File: src/rtl/usb_launch_pkg.sv
package usb_launch_pkg;
    localparam int DATA_W = 8;
    localparam int ADDR_W = 4;
    localparam int NBANK  = 2;

    localparam int B_ARM = 0;
    localparam int B_EN  = 1;
    localparam int B_DIR = 2;
    localparam int B_ISO = 4;
    localparam int B_SOF = 5;
    localparam int B_TOG = 6;
    localparam int B_PRE = 7;

    localparam logic [ADDR_W-1:0] A_CTRL_A = 4'h0;
    localparam logic [ADDR_W-1:0] A_BASE_A = 4'h1;
    localparam logic [ADDR_W-1:0] A_CTRL_B = 4'h8;
    localparam logic [ADDR_W-1:0] A_BASE_B = 4'h9;
    localparam logic [ADDR_W-1:0] A_STAT   = 4'hE;

    localparam int S_DONE_A = 0;
    localparam int S_DONE_B = 1;
    localparam int S_ERR    = 2;

    typedef struct packed {
        logic [DATA_W-1:0] ctrl;
        logic [DATA_W-1:0] base;
        logic              seen;
        logic              done;
        logic              err;
    } bank_st_t;

    typedef struct packed {
        logic              busy;
        logic              owner;
        logic              prio;
        logic              launch;
        logic              pre;
        logic              dir;
        logic              tog;
        logic              iso;
        logic [DATA_W-1:0] base;
    } arb_st_t;
endpackage

File: src/rtl/usb_launch_bank.sv
module usb_launch_bank
    import usb_launch_pkg::*;
(
    input  logic              clk,
    input  logic              rst_n,
    input  logic              wr_ctrl,
    input  logic              wr_base,
    input  logic [DATA_W-1:0] wdata,
    input  logic              clr_done,
    input  logic              clr_err,
    input  logic              locked,
    input  logic              done_hit,
    input  logic              launched,
    input  logic              sof,
    input  logic              low_speed,
    output logic [DATA_W-1:0] ctrl_o,
    output logic [DATA_W-1:0] base_o,
    output logic              elig_o,
    output logic              done_o,
    output logic              err_o
);
    bank_st_t st_d, st_q;
    logic     armed_en;
    logic     blocked;

    always_comb begin
        st_d     = st_q;
        armed_en = st_q.ctrl[B_EN] & st_q.ctrl[B_ARM];
        blocked  = wr_base & locked;

        if (wr_ctrl) st_d.ctrl = wdata;
        if (done_hit) st_d.ctrl[B_ARM] = 1'b0;

        if (wr_base && !locked) st_d.base = wdata;

        if (!armed_en || launched) st_d.seen = 1'b0;
        else if (sof)             st_d.seen = 1'b1;

        st_d.done = (st_q.done & ~clr_done) | done_hit;
        st_d.err  = (st_q.err & ~clr_err) | blocked;
    end

    always_ff @(posedge clk or negedge rst_n) begin
        if (!rst_n) st_q <= '0;
        else        st_q <= st_d;
    end

    assign ctrl_o = st_q.ctrl;
    assign base_o = st_q.base;
    assign elig_o = st_q.ctrl[B_EN] & st_q.ctrl[B_ARM] &
                    (~st_q.ctrl[B_SOF] | low_speed | st_q.seen);
    assign done_o = st_q.done;
    assign err_o  = st_q.err;

    assert_done_clears_arm_R7: assert property (@(posedge clk) disable iff (!rst_n)
        (done_hit && !wr_ctrl) |=> !st_q.ctrl[B_ARM]);

    assert_locked_base_kept_R10: assert property (@(posedge clk) disable iff (!rst_n)
        (wr_base && locked) |=> $stable(st_q.base));
endmodule

File: src/rtl/usb_launch_arb.sv
module usb_launch_arb
    import usb_launch_pkg::*;
(
    input  logic                          clk,
    input  logic                          rst_n,
    input  logic [NBANK-1:0]              elig,
    input  logic [NBANK-1:0][DATA_W-1:0]  ctrl,
    input  logic [NBANK-1:0][DATA_W-1:0]  base,
    input  logic                          eng_idle,
    input  logic                          eng_done,
    input  logic                          low_speed,
    output logic                          busy,
    output logic                          owner,
    output logic                          pick_vld,
    output logic                          pick,
    output logic                          launch,
    output logic                          pre,
    output logic                          dir,
    output logic                          tog,
    output logic                          iso,
    output logic [DATA_W-1:0]             base_o
);
    arb_st_t st_d, st_q;

    always_comb begin
        st_d        = st_q;
        st_d.launch = 1'b0;
        pick_vld    = !st_q.busy && eng_idle && (|elig);
        pick        = (&elig) ? st_q.prio : elig[1];

        if (st_q.busy && eng_done) begin
            st_d.busy = 1'b0;
            st_d.prio = ~st_q.owner;
        end

        if (pick_vld) begin
            st_d.busy   = 1'b1;
            st_d.owner  = pick;
            st_d.launch = 1'b1;
            st_d.pre    = ctrl[pick][B_PRE] & ~low_speed;
            st_d.dir    = ctrl[pick][B_DIR];
            st_d.tog    = ctrl[pick][B_DIR] & ctrl[pick][B_TOG];
            st_d.iso    = ctrl[pick][B_ISO];
            st_d.base   = base[pick];
        end
    end

    always_ff @(posedge clk or negedge rst_n) begin
        if (!rst_n) st_q <= '0;
        else        st_q <= st_d;
    end

    assign busy   = st_q.busy;
    assign owner  = st_q.owner;
    assign launch = st_q.launch;
    assign pre    = st_q.pre;
    assign dir    = st_q.dir;
    assign tog    = st_q.tog;
    assign iso    = st_q.iso;
    assign base_o = st_q.base;

    assert_launch_single_R3: assert property (@(posedge clk) disable iff (!rst_n)
        launch |=> !launch);

    assert_launch_after_idle_R3: assert property (@(posedge clk) disable iff (!rst_n)
        launch |-> $past(eng_idle));

    assert_fields_frozen_R6: assert property (@(posedge clk) disable iff (!rst_n)
        (busy && !launch) |-> $stable({pre, dir, tog, iso, base_o, owner}));

    assert_in_has_no_toggle_R6: assert property (@(posedge clk) disable iff (!rst_n)
        (launch && !dir) |-> !tog);

    assert_no_preamble_low_speed_R5: assert property (@(posedge clk) disable iff (!rst_n)
        launch |-> !(pre && $past(low_speed)));
endmodule

File: src/rtl/usb_xfer_launch.sv
module usb_xfer_launch
    import usb_launch_pkg::*;
(
    input  logic              clk,
    input  logic              rst_n,
    input  logic              reg_we,
    input  logic [3:0]        reg_addr,
    input  logic [7:0]        reg_wdata,
    output logic [7:0]        reg_rdata,
    input  logic              eng_idle,
    input  logic              eng_sof,
    input  logic              eng_low_speed,
    input  logic              eng_done,
    output logic              xfer_launch,
    output logic              xfer_preamble,
    output logic              xfer_out,
    output logic              xfer_toggle,
    output logic              xfer_iso,
    output logic [7:0]        xfer_base,
    output logic              xfer_bank,
    output logic              irq,
    output logic              wr_err
);
    localparam logic [ADDR_W-1:0] CTRL_ADDR [NBANK] = '{A_CTRL_A, A_CTRL_B};
    localparam logic [ADDR_W-1:0] BASE_ADDR [NBANK] = '{A_BASE_A, A_BASE_B};

    logic [NBANK-1:0][DATA_W-1:0] ctrl_w;
    logic [NBANK-1:0][DATA_W-1:0] base_w;
    logic [NBANK-1:0]             elig_w, done_w, err_w;
    logic                         busy_w, owner_w, pick_vld_w, pick_w;
    logic                         stat_wr;

    assign stat_wr = reg_we && (reg_addr == A_STAT);

    for (genvar b = 0; b < NBANK; b++) begin : g_bank
        logic mine;
        assign mine = busy_w && (owner_w == b[0]);

        usb_launch_bank u_bank (
            .clk       (clk),
            .rst_n     (rst_n),
            .wr_ctrl   (reg_we && (reg_addr == CTRL_ADDR[b])),
            .wr_base   (reg_we && (reg_addr == BASE_ADDR[b])),
            .wdata     (reg_wdata),
            .clr_done  (stat_wr && reg_wdata[b]),
            .clr_err   (stat_wr && reg_wdata[S_ERR]),
            .locked    (mine),
            .done_hit  (mine && eng_done),
            .launched  (pick_vld_w && (pick_w == b[0])),
            .sof       (eng_sof),
            .low_speed (eng_low_speed),
            .ctrl_o    (ctrl_w[b]),
            .base_o    (base_w[b]),
            .elig_o    (elig_w[b]),
            .done_o    (done_w[b]),
            .err_o     (err_w[b])
        );
    end

    usb_launch_arb u_arb (
        .clk       (clk),
        .rst_n     (rst_n),
        .elig      (elig_w),
        .ctrl      (ctrl_w),
        .base      (base_w),
        .eng_idle  (eng_idle),
        .eng_done  (eng_done),
        .low_speed (eng_low_speed),
        .busy      (busy_w),
        .owner     (owner_w),
        .pick_vld  (pick_vld_w),
        .pick      (pick_w),
        .launch    (xfer_launch),
        .pre       (xfer_preamble),
        .dir       (xfer_out),
        .tog       (xfer_toggle),
        .iso       (xfer_iso),
        .base_o    (xfer_base)
    );

    assign xfer_bank = owner_w;
    assign irq       = |done_w;
    assign wr_err    = |err_w;

    always_comb begin
        reg_rdata = '0;
        case (reg_addr)
            A_CTRL_A: reg_rdata = ctrl_w[0];
            A_BASE_A: reg_rdata = base_w[0];
            A_CTRL_B: reg_rdata = ctrl_w[1];
            A_BASE_B: reg_rdata = base_w[1];
            A_STAT: begin
                reg_rdata[S_DONE_A] = done_w[0];
                reg_rdata[S_DONE_B] = done_w[1];
                reg_rdata[S_ERR]    = |err_w;
            end
            default: reg_rdata = '0;
        endcase
    end
endmodule

File: config.mk
export PLATFORM = sky130hd
export DESIGN_NAME = usb_xfer_launch
export DESIGN_NICKNAME = d
export VERILOG_FILES = /design/src/rtl/usb_launch_pkg.sv /design/src/rtl/usb_launch_bank.sv /design/src/rtl/usb_launch_arb.sv /design/src/rtl/usb_xfer_launch.sv
export SDC_FILE = /design/constraint.sdc
export NUM_CORES = 1
export LEC_CHECK = 0
export ABC_AREA = 0
export BUFFER_PORTS_ARGS = -buffer_cell sky130_fd_sc_hd__buf_2
export CORE_ASPECT_RATIO = 1.1
export CORE_MARGIN = 4
export CORE_UTILIZATION = 50
export CTS_CLUSTER_DIAMETER = 150
export DETAILED_ROUTE_END_ITERATION = 8
export PLACE_DENSITY = 0.77
export SLEW_MARGIN = 15
export SYNTH_ARGS = -nofsm -noshare
export SYNTH_HDL_FRONTEND = slang
export SYNTH_SLANG_ARGS = --single-unit
File: constraint.sdc
create_clock -name clk -period 2.7 [get_ports clk]
set_input_delay 0.27 -clock clk [delete_from_list [all_inputs] [get_ports clk]]
set_output_delay 0.27 -clock clk [all_outputs]
set_load 0.01 [all_outputs]
Word-level counts from Yosys, hierarchy flattened
Cells that the tools add are included.
W data, S select, Z words.
- register bits after elaboration: 54
- input port bits: 19
- output and inout port bits: 24
- logic and storage cells: 107
- order comparisons: 1
- equality and inequality tests: 4
- multiplexer cells: 17
- bitwise gates (word level): 28
- reductions and logical operators: 36
- operator list (cell ; count):
    $mux W8 ; 4
    $pmux W5 S4 ; 1
    $logic_and A1 B1 Y1 ; 19
    $pmux W3 S5 ; 1
    $mux W13 ; 1
    $and A1 B1 Y1 ; 12
    $eq A4 B4 Y1 const B ; 3
    $reduce_bool A2 Y1 ; 5
    $mux W1 ; 9
    $not A1 Y1 ; 8
    $or A1 B1 Y1 ; 8
    $reduce_or A2 Y1 ; 3
    $logic_not A1 Y1 ; 5
    $eq A4 B1 Y1 const B ; 1
    $logic_not A4 Y1 ; 1
    $logic_or A1 B1 Y1 ; 2
    $lt A1 B2 Y1 const B ; 1
    $mux W2 ; 1
    $reduce_and A2 Y1 ; 1

Depth between registers and ports, before layout
Gate-level depths: netlist (run 1).
- depth after elaboration: 10
- mapped depth: 6
- gate-level depth less buffers: 4

Cells and area by module
From an unflattened synthesis (run 1), not the netlist that was laid out.
- cells, all modules: 258
- area total of the unflattened synthesis: 2982.9 um^2
- by module, submodules not included (module ; times used ; cells each ; area an instance (um^2) ; seq. area each (um^2)):
    usb_launch_bank ; 2 ; 65 ; 885.8 ; 475.5
    usb_launch_arb ; 1 ; 76 ; 825.8 ; 400.4
    usb_xfer_launch ; 1 ; 52 ; 385.4 ; 0.0

Worst setup path after synthesis (run 1)
Ideal clock, no wire load.
- path kind: register -> register
- start point: reg g_bank[1].u_bank.st_q[2] in the netlist's numbering
- end point: reg u_arb.st_q (netlist bit u_arb.owner)
- library setup time: 128 ps
- data arrival time: 1420 ps
- data required time: 2572 ps
- path slack: 1152 ps
- cell stages (with the launch flop): 6
- path buffers: 1
- period minus slack after synthesis: 1548 ps
- cells stage by stage: dfrtp_1 -> or3b_1 -> buf_2 -> a2bb2oi_2 -> nor2_1 -> mux2_1
- word-level cells in the longest chain between the ends: 4
- elaborated cells between the ends (all ways): 6
- classes of those cells: 1 x mux; 2 x bitwise; 3 x reduce/logical
- RTL lines (item ; RTL line ; RTL):
    start, declared ; usb_launch_bank.sv:22 ; bank_st_t st_d, st_q;
    start signal, assigned ; usb_launch_bank.sv:45 ; else st_q <= st_d;
    $or A1 B1 Y1 (*) ; usb_launch_bank.sv:51 ; (~st_q.ctrl[B_SOF] | low_speed | st_q.seen);
    $and A1 B1 Y1 (*) ; usb_launch_bank.sv:50 ; assign elig_o = st_q.ctrl[B_EN] & st_q.ctrl[B_ARM] &
    $reduce_and A2 Y1 / $reduce_or A2 Y1 (equally long branches) ; usb_launch_arb.sv:29, usb_launch_arb.sv:28 ;
    $mux W1 / $logic_and A1 B1 Y1 (equally long branches) ; usb_launch_arb.sv:29, usb_launch_arb.sv:28 ;
    end signal, assigned ; usb_launch_arb.sv:50 ; else st_q <= st_d;
    end, declared ; usb_launch_arb.sv:23 ; arb_st_t st_d, st_q;
Every way passes the cells marked *; elsewhere a longest branch is shown, timed or not.
A chain may end at the register's enable or synchronous reset.

Worst setup path after layout (run 1)
Same ends and word-level chain as after synthesis.

==> impl_metrics.env, run 1 <==
export IMPL_outcome="finished clean"
export IMPL_drtAntennaViolNets=0
export IMPL_timing_final_hold_violations=0
export IMPL_die_w_um=77.38
export IMPL_drtPass1Iterations=4
export IMPL_timing_critical_path_from_type="register"
export IMPL_syn_area_mm2=0.002648
export IMPL_dp_final_hpwl_um=4140
export IMPL_critPathRequiredTime_ns=2.89
export IMPL_detailroute_via_count=1826
export IMPL_cts_sinks=54
export IMPL_port_buffer_count=42
export IMPL_pwr_density_cell_mw_per_mm2=865.6
export IMPL_initial_utilization_pct=52.25
export IMPL_netlist_cell_type_count=40
export IMPL_p_leak_nw=1.404
export IMPL_netSwitchingPower_uw=832.3
export IMPL_ctsRootBufferMaster="sky130_fd_sc_hd__clkbuf_8"
export IMPL_combPwrFrac_pct=30.7
export IMPL_layout_drive_gt1_share_pct=39.06
export IMPL_post_cts_setup_buffers=0
export IMPL_synth_edf_count=0
export IMPL_first_global_vias=1901
export IMPL_totalNegativeSetupSlack_ns=0
export IMPL_max_ir_drop_vdd_v=0.0003662
export IMPL_io_pins=43
export IMPL_drv_cap=0
export IMPL_async_flop_share_pct=100.0
export IMPL_grt_first_pass_wirelength_um=9577
export IMPL_power_frac_clock_pct=21.0
export IMPL_route_final_wire_length_um=5701
export IMPL_synth_warning_count=0
export IMPL_critPathKind="reg -> reg"
export IMPL_cts_made_buffers=5
export IMPL_groute_usage_overall_pct=18.85
export IMPL_fp_dieArea_mm2=0.006525
export IMPL_synth_sequential_area_ratio_pct=51.04
export IMPL_synth_largest_area_cell="sky130_fd_sc_hd__dfrtp_1"
export IMPL_syn_instance_count=219
export IMPL_fp_dieH_um=84.32
export IMPL_worst_slew_pin_slew_ns=0.8370
export IMPL_clk_insertion_delay_late_ns=0.30
export IMPL_grt_start_max_net_pins=35
export IMPL_htree_levels=2
export IMPL_ys_seq_elements=54
export IMPL_critical_path_peak_fanout=6
export IMPL_drv_slew=0
export IMPL_dpl_cell_area_mm2=0.002859
export IMPL_worst_setup_hold_path_clk_slew_ns=0.09
export IMPL_detail_route_drc_violations=0
export IMPL_cts_tree="built"
export IMPL_sw_frac_of_total_pct=32.25
export IMPL_report_final_setup_viol=0
export IMPL_core_region_area_mm2=0.005067
export IMPL_cell_internal_pwr_mw=1.749
export IMPL_ys_top_cells_by_area="sky130_fd_sc_hd__dfrtp_1 51%, sky130_fd_sc_hd__mux2_2 13%, sky130_fd_sc_hd__mux4_2 4.3%"
export IMPL_grt_antenna_before_repair=0
export IMPL_worst_r2r_setup_slack_ns=0.86
export IMPL_postCtsResizedCells=0
export IMPL_post_place_cells=306
export IMPL_avgRoutedWirePerCell_um=18.16
export IMPL_endpoint_kind="register"
export IMPL_mostFrequentLayoutCell="sky130_fd_sc_hd__dfrtp_1"
export IMPL_relSlewSlack_pct=44.20
export IMPL_max_freq_mhz=542.9
export IMPL_post_synth_net_total=238
export IMPL_avgSynthCellArea_um2=12.09
export IMPL_top_ff_cell_synth="sky130_fd_sc_hd__dfrtp_1"
export IMPL_worst_ep_arrival_time_ns=2.03
export IMPL_n_antenna_cell=0
export IMPL_vias_per_cell=5.815
export IMPL_finalWeightedCongestion=0.8115
export IMPL_min_delay_path_class="in -> reg"
export IMPL_cts_path_max_buffers=2
export IMPL_row_count=27
export IMPL_most_common_layout_cells="54 x sky130_fd_sc_hd__dfrtp_1, 42 x sky130_fd_sc_hd__buf_2, 30 x sky130_fd_sc_hd__mux2_2, 28 x sky130_fd_sc_hd__nand2_1"
export IMPL_net_total_in_the_final_layout=275
export IMPL_clock_skews_ns=0.006541
export IMPL_overflow=0
export IMPL_power_frac_seq_pct=48.3
export IMPL_rsz0062_at_grt="false"
export IMPL_synth_top_cell_area_share_pct=51.04
export IMPL_drt_iter0_drc=91
export IMPL_postLayoutCellArea_mm2=0.002982
export IMPL_final_period_minus_worst_setup_slack_ns=1.842
export IMPL_fin_cells=314
export IMPL_final_min_period_over_clock_period_pct=68.22
export IMPL_area_growth_pct=12.62
## state kept, by name, indices dropped and copies added (netlist names)
register and flops:
g_bank.u_bank.st_q 2, u_arb.owner 1, u_arb.tog 1, u_arb.dir 1
g_bank.u_bank.ctrl_o 16, u_arb.iso 1, u_arb.launch 1, u_arb.base_o 8
u_arb.st_q 1, u_arb.busy 1, g_bank.u_bank.err_o 2, g_bank.u_bank.base_o 16
u_arb.pre 1, g_bank.u_bank.done_o 2
## synthesized netlist by cell type (4+ instances only)
cell type,instances
sky130_fd_sc_hd__a21o_1,4
sky130_fd_sc_hd__a21oi_1,10
sky130_fd_sc_hd__a31oi_1,9
sky130_fd_sc_hd__and2_1,7
sky130_fd_sc_hd__buf_2,6
sky130_fd_sc_hd__buf_4,10
sky130_fd_sc_hd__dfrtp_1,54
sky130_fd_sc_hd__mux2_2,30
sky130_fd_sc_hd__mux2i_1,10
sky130_fd_sc_hd__mux4_2,5
sky130_fd_sc_hd__nand2_1,28
sky130_fd_sc_hd__nor2_1,7
sky130_fd_sc_hd__o21ai_0,5
## worst paths after layout
check	start	end	cells past startpoint
worst min-delay path	eng_done	u_arb.busy	2
max in group asynchronous	rst_n	g_bank[1].u_bank.done_o	3
worst max register to register	g_bank[1].u_bank.st_q[2]	u_arb.owner	4
worst min register to register	g_bank[1].u_bank.err_o	g_bank[1].u_bank.err_o	1
min in group asynchronous	rst_n	u_arb.iso	2
worst max-delay path	g_bank[1].u_bank.st_q[2]	u_arb.owner	4
## power groups by stage
stage / clock [mW] / combinational, mW / sequential, mW
finish: 0.542 / 0.793 / 1.25
CTS: 0.553 / 0.803 / 1.25
global placement: 0 / 0.783 / 1.25
global route: 0.590 / 0.881 / 1.29
floorplan: 0 / 0.616 / 1.23
detailed placement: 0 / 0.802 / 1.26
## timing repair
action	in CTS	in global routing
endpoints found under the hold margin	20	0
hold buffers	1	0
endpoints found under the setup margin	0	0
## metrics by stage
stage / setup slack, ns / util (%) / hold slack (ns) / power (mW)
2_1_floorplan: 1.152 / - / -0.02559 / 1.845
3_3_place_gp: 0.8477 / 56.42 / 0.2643 / 2.036
3_5_place_dp: 0.7951 / 56.42 / 0.2662 / 2.065
4_1_cts: 0.8589 / 58.84 / 0.1669 / 2.604
5_1_grt: 0.7417 / 58.84 / 0.1683 / 2.761
6_report: 0.8579 / 58.84 / 0.1794 / 2.581
## worst max-delay path, stage by stage (launching register included)
cell	delay, ns
sky130_fd_sc_hd__dfrtp_1	0.39
sky130_fd_sc_hd__or3b_1	0.48
sky130_fd_sc_hd__a2bb2oi_2	0.31
sky130_fd_sc_hd__nor2_1	0.21
sky130_fd_sc_hd__mux2_1	0.35
## per-layer routing
| metal | GRT usage [%] | part of all wire, % |
|---|---|---|
| met1 | 25.54 | 44 |
| met2 | 30.79 | 49 |
| met3 | 3.863 | 5.4 |
| met4 | 5.340 | 1.4 |
| met5 | 0 | 0 |
## layout make-up
| type | count | area [µm²] |
|---|---|---|
| tap | 58 | 72.57 |
| fill | 433 | 2086 |
| inverter | 1 | 3.754 |
| sequential | 54 | 1351 |
| clock buffer | 6 | 82.58 |
| timing repair buffer | 49 | 265.3 |
| clock inverter | 1 | 30.03 |
| multi-input combinational | 145 | 1176 |
## cell families after synthesis
group / Yosys count / synth area share, %
and+or+nand+nor: 56 / 11.30
DFF: 54 / 51.04
AOI/OAI and AO/OA: 43 / 11.91
buffers and inverters: 20 / 4.537
muxes: 46 / 21.22
No activity file was read; power rests on OpenSTA's default activity.
==> run 2: changes to the inputs <==
==> constraint.sdc (replaced) <==
create_clock -name clk -period 1.9 [get_ports clk]
set_input_delay 0.19 -clock clk [delete_from_list [all_inputs] [get_ports clk]]
set_output_delay 0.19 -clock clk [all_outputs]
set_load 0.01 [all_outputs]
==> run 2 against run 1 <==
Compared with the run above:
- register-to-register slack lost 0.67 ns
- clock power grew 38%
- first-iteration DRC count shrank 32%
- combinational power grew 49%
- sequential power grew 43%
- worst hold slack lost 0.092 ns
- final cell count grew 2.5%
- die area is the same
- core utilization grew 1.4 points
- non-clock buffer count grew 7
- largest power group unchanged
==> impl_metrics.env, run 2 (synthesized netlist as in run 1, its figures left out) <==
export IMPL_die_w_um=77.38
export IMPL_critPathSlowestCell="sky130_fd_sc_hd__dfrtp_1"
export IMPL_drv_cap=0
export IMPL_port_buffer_count=42
export IMPL_grt_first_pass_wirelength_um=9404
export IMPL_combPwrFrac_pct=31.8
export IMPL_critPathRequiredTime_ns=2.13
export IMPL_dp_final_hpwl_um=4165
export IMPL_final_period_minus_worst_setup_slack_ns=1.714
export IMPL_cell_internal_pwr_mw=2.505
export IMPL_cts_made_buffers=5
export IMPL_row_count=27
export IMPL_first_global_vias=1810
export IMPL_endpoint_kind="register"
export IMPL_r2r_worst_path_cells=5
export IMPL_p_leak_nw=1.445
export IMPL_drtPass1Iterations=4
export IMPL_power_frac_clock_pct=20.1
export IMPL_avgRoutedWirePerCell_um=17.97
export IMPL_r2r_end="u_arb.base_o[5]"
export IMPL_layout_drive_gt1_share_pct=40.15
export IMPL_cp_num_buf_inv=1
export IMPL_sw_frac_of_total_pct=32.49
export IMPL_outcome="finished clean"
export IMPL_layout_filler_cells=412
export IMPL_ctsRootBufferMaster="sky130_fd_sc_hd__clkbuf_8"
export IMPL_max_freq_mhz=583.3
export IMPL_cp_cell_sequence="nor3b_2, o311a_1, buf_4, nand2_1, a31oi_1"
export IMPL_final_min_period_over_clock_period_pct=90.23
export IMPL_totalNegativeSetupSlack_ns=0
export IMPL_worstReg2RegStart="g_bank[0].u_bank.st_q[2]"
export IMPL_vias_per_cell=5.643
export IMPL_grt_antenna_before_repair=0
export IMPL_netSwitchingPower_mw=1.205
export IMPL_initial_utilization_pct=52.25
export IMPL_report_final_setup_viol=0
export IMPL_postCtsResizedCells=0
export IMPL_worst_setup_hold_path_clk_slew_ns=0.09
export IMPL_min_delay_start="eng_done"
export IMPL_htree_levels=2
export IMPL_post_cts_setup_buffers=0
export IMPL_n_antenna_cell=0
export IMPL_overflow=0
export IMPL_worst_hold_path_num_cells=2
export IMPL_groute_usage_overall_pct=18.68
export IMPL_power_frac_seq_pct=48.1
export IMPL_critPathKind="reg -> reg"
export IMPL_core_region_area_mm2=0.005067
export IMPL_route_final_wire_length_um=5785
export IMPL_cts_path_max_buffers=2
export IMPL_clk_insertion_delay_late_ns=0.30
export IMPL_most_common_layout_cells="54 x sky130_fd_sc_hd__dfrtp_1, 42 x sky130_fd_sc_hd__buf_2, 30 x sky130_fd_sc_hd__mux2_2, 28 x sky130_fd_sc_hd__nand2_1, 11 x sky130_fd_sc_hd__buf_4"
export IMPL_io_pins=43
export IMPL_rsz0062_at_grt="false"
export IMPL_clock_skews_ns=0.01289
export IMPL_worst_r2r_setup_slack_ns=0.19
export IMPL_final_util_pct=60.25
export IMPL_max_stage_delay_ns=0.41
export IMPL_fp_dieArea_mm2=0.006525
export IMPL_cts_tree="built"
export IMPL_net_total_in_the_final_layout=282
export IMPL_worst_slew_pin_slew_ns=0.5101
export IMPL_drtAntennaViolNets=0
export IMPL_critical_path_peak_fanout=7
export IMPL_min_delay_path_class="in -> reg"
export IMPL_relSlewSlack_pct=65.99
export IMPL_timing_critical_path_from_type="register"
export IMPL_timing_final_hold_violations=0
export IMPL_drt_iter0_drc=62
export IMPL_pwr_density_cell_mw_per_mm2=1215
export IMPL_area_growth_pct=15.31
export IMPL_max_ir_drop_vdd_v=0.0007380
export IMPL_detailroute_via_count=1817
export IMPL_fp_dieH_um=84.32
export IMPL_mostFrequentLayoutCell="sky130_fd_sc_hd__dfrtp_1"
export IMPL_worst_ep_arrival_time_ns=1.94
export IMPL_drv_slew=0
export IMPL_cts_sinks=54
export IMPL_detail_route_drc_violations=0
export IMPL_finalWeightedCongestion=0.8721
export IMPL_grt_start_max_net_pins=55
export IMPL_critical_path_top_delay_family="compound AO/OA/AOI/OAI gates"
export IMPL_end_of_the_worst_hold_path="u_arb.busy"
run 2: cell types whose count changed in the layout (fill, tap and decap cells not counted), sizes merged:
cell,change
buf,+7
clkbuf,+1
run 2: worst max-delay path by stage:
stage                                   from         endpoint  slack (ns)  cells past startpoint
floorplan           g_bank[1].u_bank.st_q[2]      u_arb.owner        0.35                      5
global placement    g_bank[0].u_bank.st_q[2]        u_arb.iso        0.28                      5
detailed placement  g_bank[0].u_bank.st_q[2]  u_arb.base_o[5]        0.20                      5
CTS                 g_bank[0].u_bank.st_q[2]  u_arb.base_o[5]        0.18                      5
global route        g_bank[0].u_bank.st_q[2]        u_arb.iso        0.08                      5
finish              g_bank[0].u_bank.st_q[2]  u_arb.base_o[5]        0.19                      5
run 2: power groups by stage:
stage	clock network (mW)	logic, mW	registers, mW
after floorplan	0	0.875	1.75
after global placement	0	1.16	1.79
after detailed placement	0	1.19	1.80
after CTS	0.760	1.19	1.79
after global routing	0.822	1.29	1.84
final	0.746	1.18	1.79
run 2: per-stage QoR:
stage | instances | area, µm² | total power [mW] | hold slack [ns] | setup WS, ns
floorplan | 219 | 2648 | 2.621 | -0.1056 | 0.3523
global placement | 313 | 2937 | 2.947 | 0.2050 | 0.2792
detailed placement | 313 | 2937 | 2.992 | 0.2077 | 0.2047
CTS | 322 | 3053 | 3.737 | 0.07680 | 0.1839
global route | 322 | 3053 | 3.948 | 0.07585 | 0.08438
finish | 322 | 3053 | 3.710 | 0.08734 | 0.1857
run 2: final cells by class:
class / count / area [µm²] / share of cell area, %
clock buffers: 7 / 76.32 / 2.500
clock inverters: 1 / 30.03 / 0.9836
inverters: 1 / 3.754 / 0.1230
multi-input cells: 145 / 1176 / 38.52
flip-flops and latches: 54 / 1351 / 44.26
well taps: 58 / 72.57 / 2.377
repair buffers: 56 / 342.8 / 11.23
run 2: what timing repair did:
action	4_1_cts	5_1_grt
endpoints found under the hold margin	54	0
endpoints found under the setup margin	0	0
hold buffers	1	0
run 2: worst register-to-register path, cell delays in order (launching register included):
cell,delay (ns)
sky130_fd_sc_hd__dfrtp_1,0.41
sky130_fd_sc_hd__nor3b_2,0.39
sky130_fd_sc_hd__o311a_1,0.41
sky130_fd_sc_hd__buf_4,0.22
sky130_fd_sc_hd__nand2_1,0.06
sky130_fd_sc_hd__a31oi_1,0.16
run 2: metal layers:
layer	up-vias	track usage [%]	wire [µm]
met3	9	3.863	250
met1	890	25.16	2602
met2	41	30.71	2858
met5	-	0	0
li1	877	-	-
met4	0	5.178	72
==> run 3: changes to the inputs <==
--- a/config.mk
+++ b/config.mk
@@ -9,10 +9,10 @@
 export BUFFER_PORTS_ARGS = -buffer_cell sky130_fd_sc_hd__buf_2
 export CORE_ASPECT_RATIO = 1.1
 export CORE_MARGIN = 4
-export CORE_UTILIZATION = 50
+export CORE_UTILIZATION = 40
 export CTS_CLUSTER_DIAMETER = 150
 export DETAILED_ROUTE_END_ITERATION = 8
-export PLACE_DENSITY = 0.77
+export PLACE_DENSITY = 0.65
 export SLEW_MARGIN = 15
 export SYNTH_ARGS = -nofsm -noshare
 export SYNTH_HDL_FRONTEND = slang
==> run 3 against run 2 <==
Compared with the run above:
- clock-buffer cell count fell by 2
- sequential share of layout area fell by 0.072 points
- clock skew fell by 0.0032 ns
==> impl_metrics.env, run 3 (synthesized netlist as in run 1, its figures left out) <==
export IMPL_detailroute_via_count=1904
export IMPL_combPwrFrac_pct=32.9
export IMPL_max_ir_drop_vdd_v=0.0004329
export IMPL_drv_cap=0
export IMPL_die_w_um=85.57
export IMPL_n_antenna_cell=0
export IMPL_layout_drive_gt1_share_pct=41.06
export IMPL_first_global_vias=1953
export IMPL_most_common_layout_cells="54 x sky130_fd_sc_hd__dfrtp_1, 42 x sky130_fd_sc_hd__buf_2, 30 x sky130_fd_sc_hd__mux2_2, 28 x sky130_fd_sc_hd__nand2_1, 11 x sky130_fd_sc_hd__buf_4"
export IMPL_whs_ns=0.09458
export IMPL_port_buffer_count=42
export IMPL_grt_busiest_layer="met2"
export IMPL_core_region_area_mm2=0.006306
export IMPL_post_cts_setup_buffers=0
export IMPL_timing_final_hold_violations=0
export IMPL_cts_sinks=54
export IMPL_critical_path_peak_fanout=3
export IMPL_overflow=0
export IMPL_cts_made_buffers=5
export IMPL_power_frac_seq_pct=49.7
export IMPL_drtAntennaViolNets=0
export IMPL_worst_slew_pin_slew_ns=0.5686
export IMPL_io_pins=43
export IMPL_dp_final_hpwl_um=4552
export IMPL_total_power_mw=3.588
export IMPL_pwr_density_cell_mw_per_mm2=1173
export IMPL_grt_antenna_before_repair=0
export IMPL_critPathKind="reg -> out"
export IMPL_ctsRootBufferMaster="sky130_fd_sc_hd__clkbuf_8"
export IMPL_timing_final_ws_setup_ns=0.2301
export IMPL_detail_route_drc_violations=0
export IMPL_worst_ep_arrival_time_ns=1.48
export IMPL_power_frac_clock_pct=17.5
export IMPL_initial_utilization_pct=41.98
export IMPL_totalNegativeSetupSlack_ns=0
export IMPL_drt_iter0_drc=155
export IMPL_report_final_setup_viol=0
export IMPL_max_freq_mhz=598.9
export IMPL_htree_levels=2
export IMPL_critPathRequiredTime_ns=1.71
export IMPL_groute_layer_met1_usage_pct=23.32
export IMPL_groute_layer_met2_usage_pct=27.40
export IMPL_area_growth_pct=15.50
export IMPL_relSlewSlack_pct=62.10
export IMPL_row_count=30
export IMPL_groute_usage_overall_pct=17.13
export IMPL_grt_start_max_net_pins=33
export IMPL_final_min_period_over_clock_period_pct=87.89
export IMPL_route_final_wire_length_um=6225
export IMPL_worst_setup_hold_path_clk_slew_ns=0.10
export IMPL_drv_slew=0
export IMPL_final_period_minus_worst_setup_slack_ns=1.670
export IMPL_mostFrequentLayoutCell="sky130_fd_sc_hd__dfrtp_1"
export IMPL_cts_path_max_buffers=2
export IMPL_fp_dieArea_mm2=0.007986
export IMPL_vias_per_cell=5.551
export IMPL_timing_critical_path_from_type="register"
export IMPL_drtPass1Iterations=4
export IMPL_netSwitchingPower_mw=1.228
export IMPL_pre_cts_ws_ns=0.08005
export IMPL_min_delay_path_class="in -> reg"
export IMPL_outcome="finished clean"
export IMPL_cell_internal_pwr_mw=2.360
export IMPL_finalWeightedCongestion=0.7961
export IMPL_p_leak_nw=1.436
export IMPL_endpoint_kind="output pin"
export IMPL_grt_met3_usage_pct=2.731
export IMPL_clk_insertion_delay_late_ns=0.31
export IMPL_avgRoutedWirePerCell_um=18.15
export IMPL_rsz0062_at_grt="false"
export IMPL_cts_tree="built"
export IMPL_fp_dieH_um=93.33
export IMPL_net_total_in_the_final_layout=282
export IMPL_clock_skews_ns=0.009681
export IMPL_grt_first_pass_wirelength_um=10510
export IMPL_sw_frac_of_total_pct=34.23
==> run 3: cell types whose count changed in the layout (fill, tap and decap cells not counted) <==
cell | before | now
sky130_fd_sc_hd__clkinv_2 | 0 | 1
sky130_fd_sc_hd__clkbuf_1 | 2 | 0
sky130_fd_sc_hd__inv_6 | 0 | 1
sky130_fd_sc_hd__o311a_1 | 1 | 0
sky130_fd_sc_hd__o311a_2 | 0 | 1
sky130_fd_sc_hd__bufinv_16 | 1 | 0
==> run 3: timing repair <==
item,4_1_cts,5_1_grt
hold endpoints to repair,22,0
hold buffers,1,0
setup endpoints to repair,0,4
resized for setup,0,1
==> run 3: worst max-delay path, stage by stage (launching register included) <==
cell and delay [ns]:
sky130_fd_sc_hd__dfrtp_1 0.42, sky130_fd_sc_hd__mux4_2 0.46, sky130_fd_sc_hd__and2_1 0.16, sky130_fd_sc_hd__buf_2 0.13
==> run 3: metrics by stage <==
| step | utilization [%] | std cells | instance area [µm²] |
|---|---|---|---|
| finish | 48.49 | 343 | 3058 |
| global route | 48.49 | 343 | 3058 |
| CTS | 48.47 | 343 | 3057 |
| detailed placement | 47.00 | 335 | 2964 |
| global placement | 47.00 | 335 | 2964 |
| floorplan | - | 219 | 2648 |
==> run 3: power by group through the flow <==
stage	clock, mW	sequential (mW)	combinational [mW]
final	0.627	1.78	1.18
after global routing	0.703	1.83	1.33
after CTS	0.653	1.78	1.20
after detailed placement	0	1.81	1.20
after floorplan	0	1.75	0.875
after global placement	0	1.80	1.17
==> run 3: area by class of cell <==
class / instances / area (µm²)
clock inverter: 2 / 13.76
multi-input combinational: 145 / 1177
clock buffer: 5 / 68.82
sequential: 54 / 1351
inverter: 1 / 3.754
timing repair buffer: 56 / 342.8
fill: 584 / 3248
tap: 80 / 100.1
==> run 3: final timing paths <==
path | start | endpoint | slack [ns] | cells after the start
max in group asynchronous | rst_n | g_bank[1].u_bank.done_o | 0.91 | 3
setup / recovery | g_bank[0].u_bank.base_o[3] | reg_rdata[3] | 0.23 | 3
hold / removal | eng_done | u_arb.busy | 0.09 | 2
min in group asynchronous | rst_n | g_bank[0].u_bank.ctrl_o[6] | 0.40 | 2
setup reg to reg | g_bank[1].u_bank.ctrl_o[5] | u_arb.tog | 0.23 | 4
hold reg to reg | g_bank[1].u_bank.done_o | g_bank[1].u_bank.done_o | 0.51 | 1
==> run 3: routing by layer <==
layer	vias up	wire length, µm
met4	0	137
met2	53	3047
met3	9	271
met1	965	2769
li1	877	-
met5	-	0
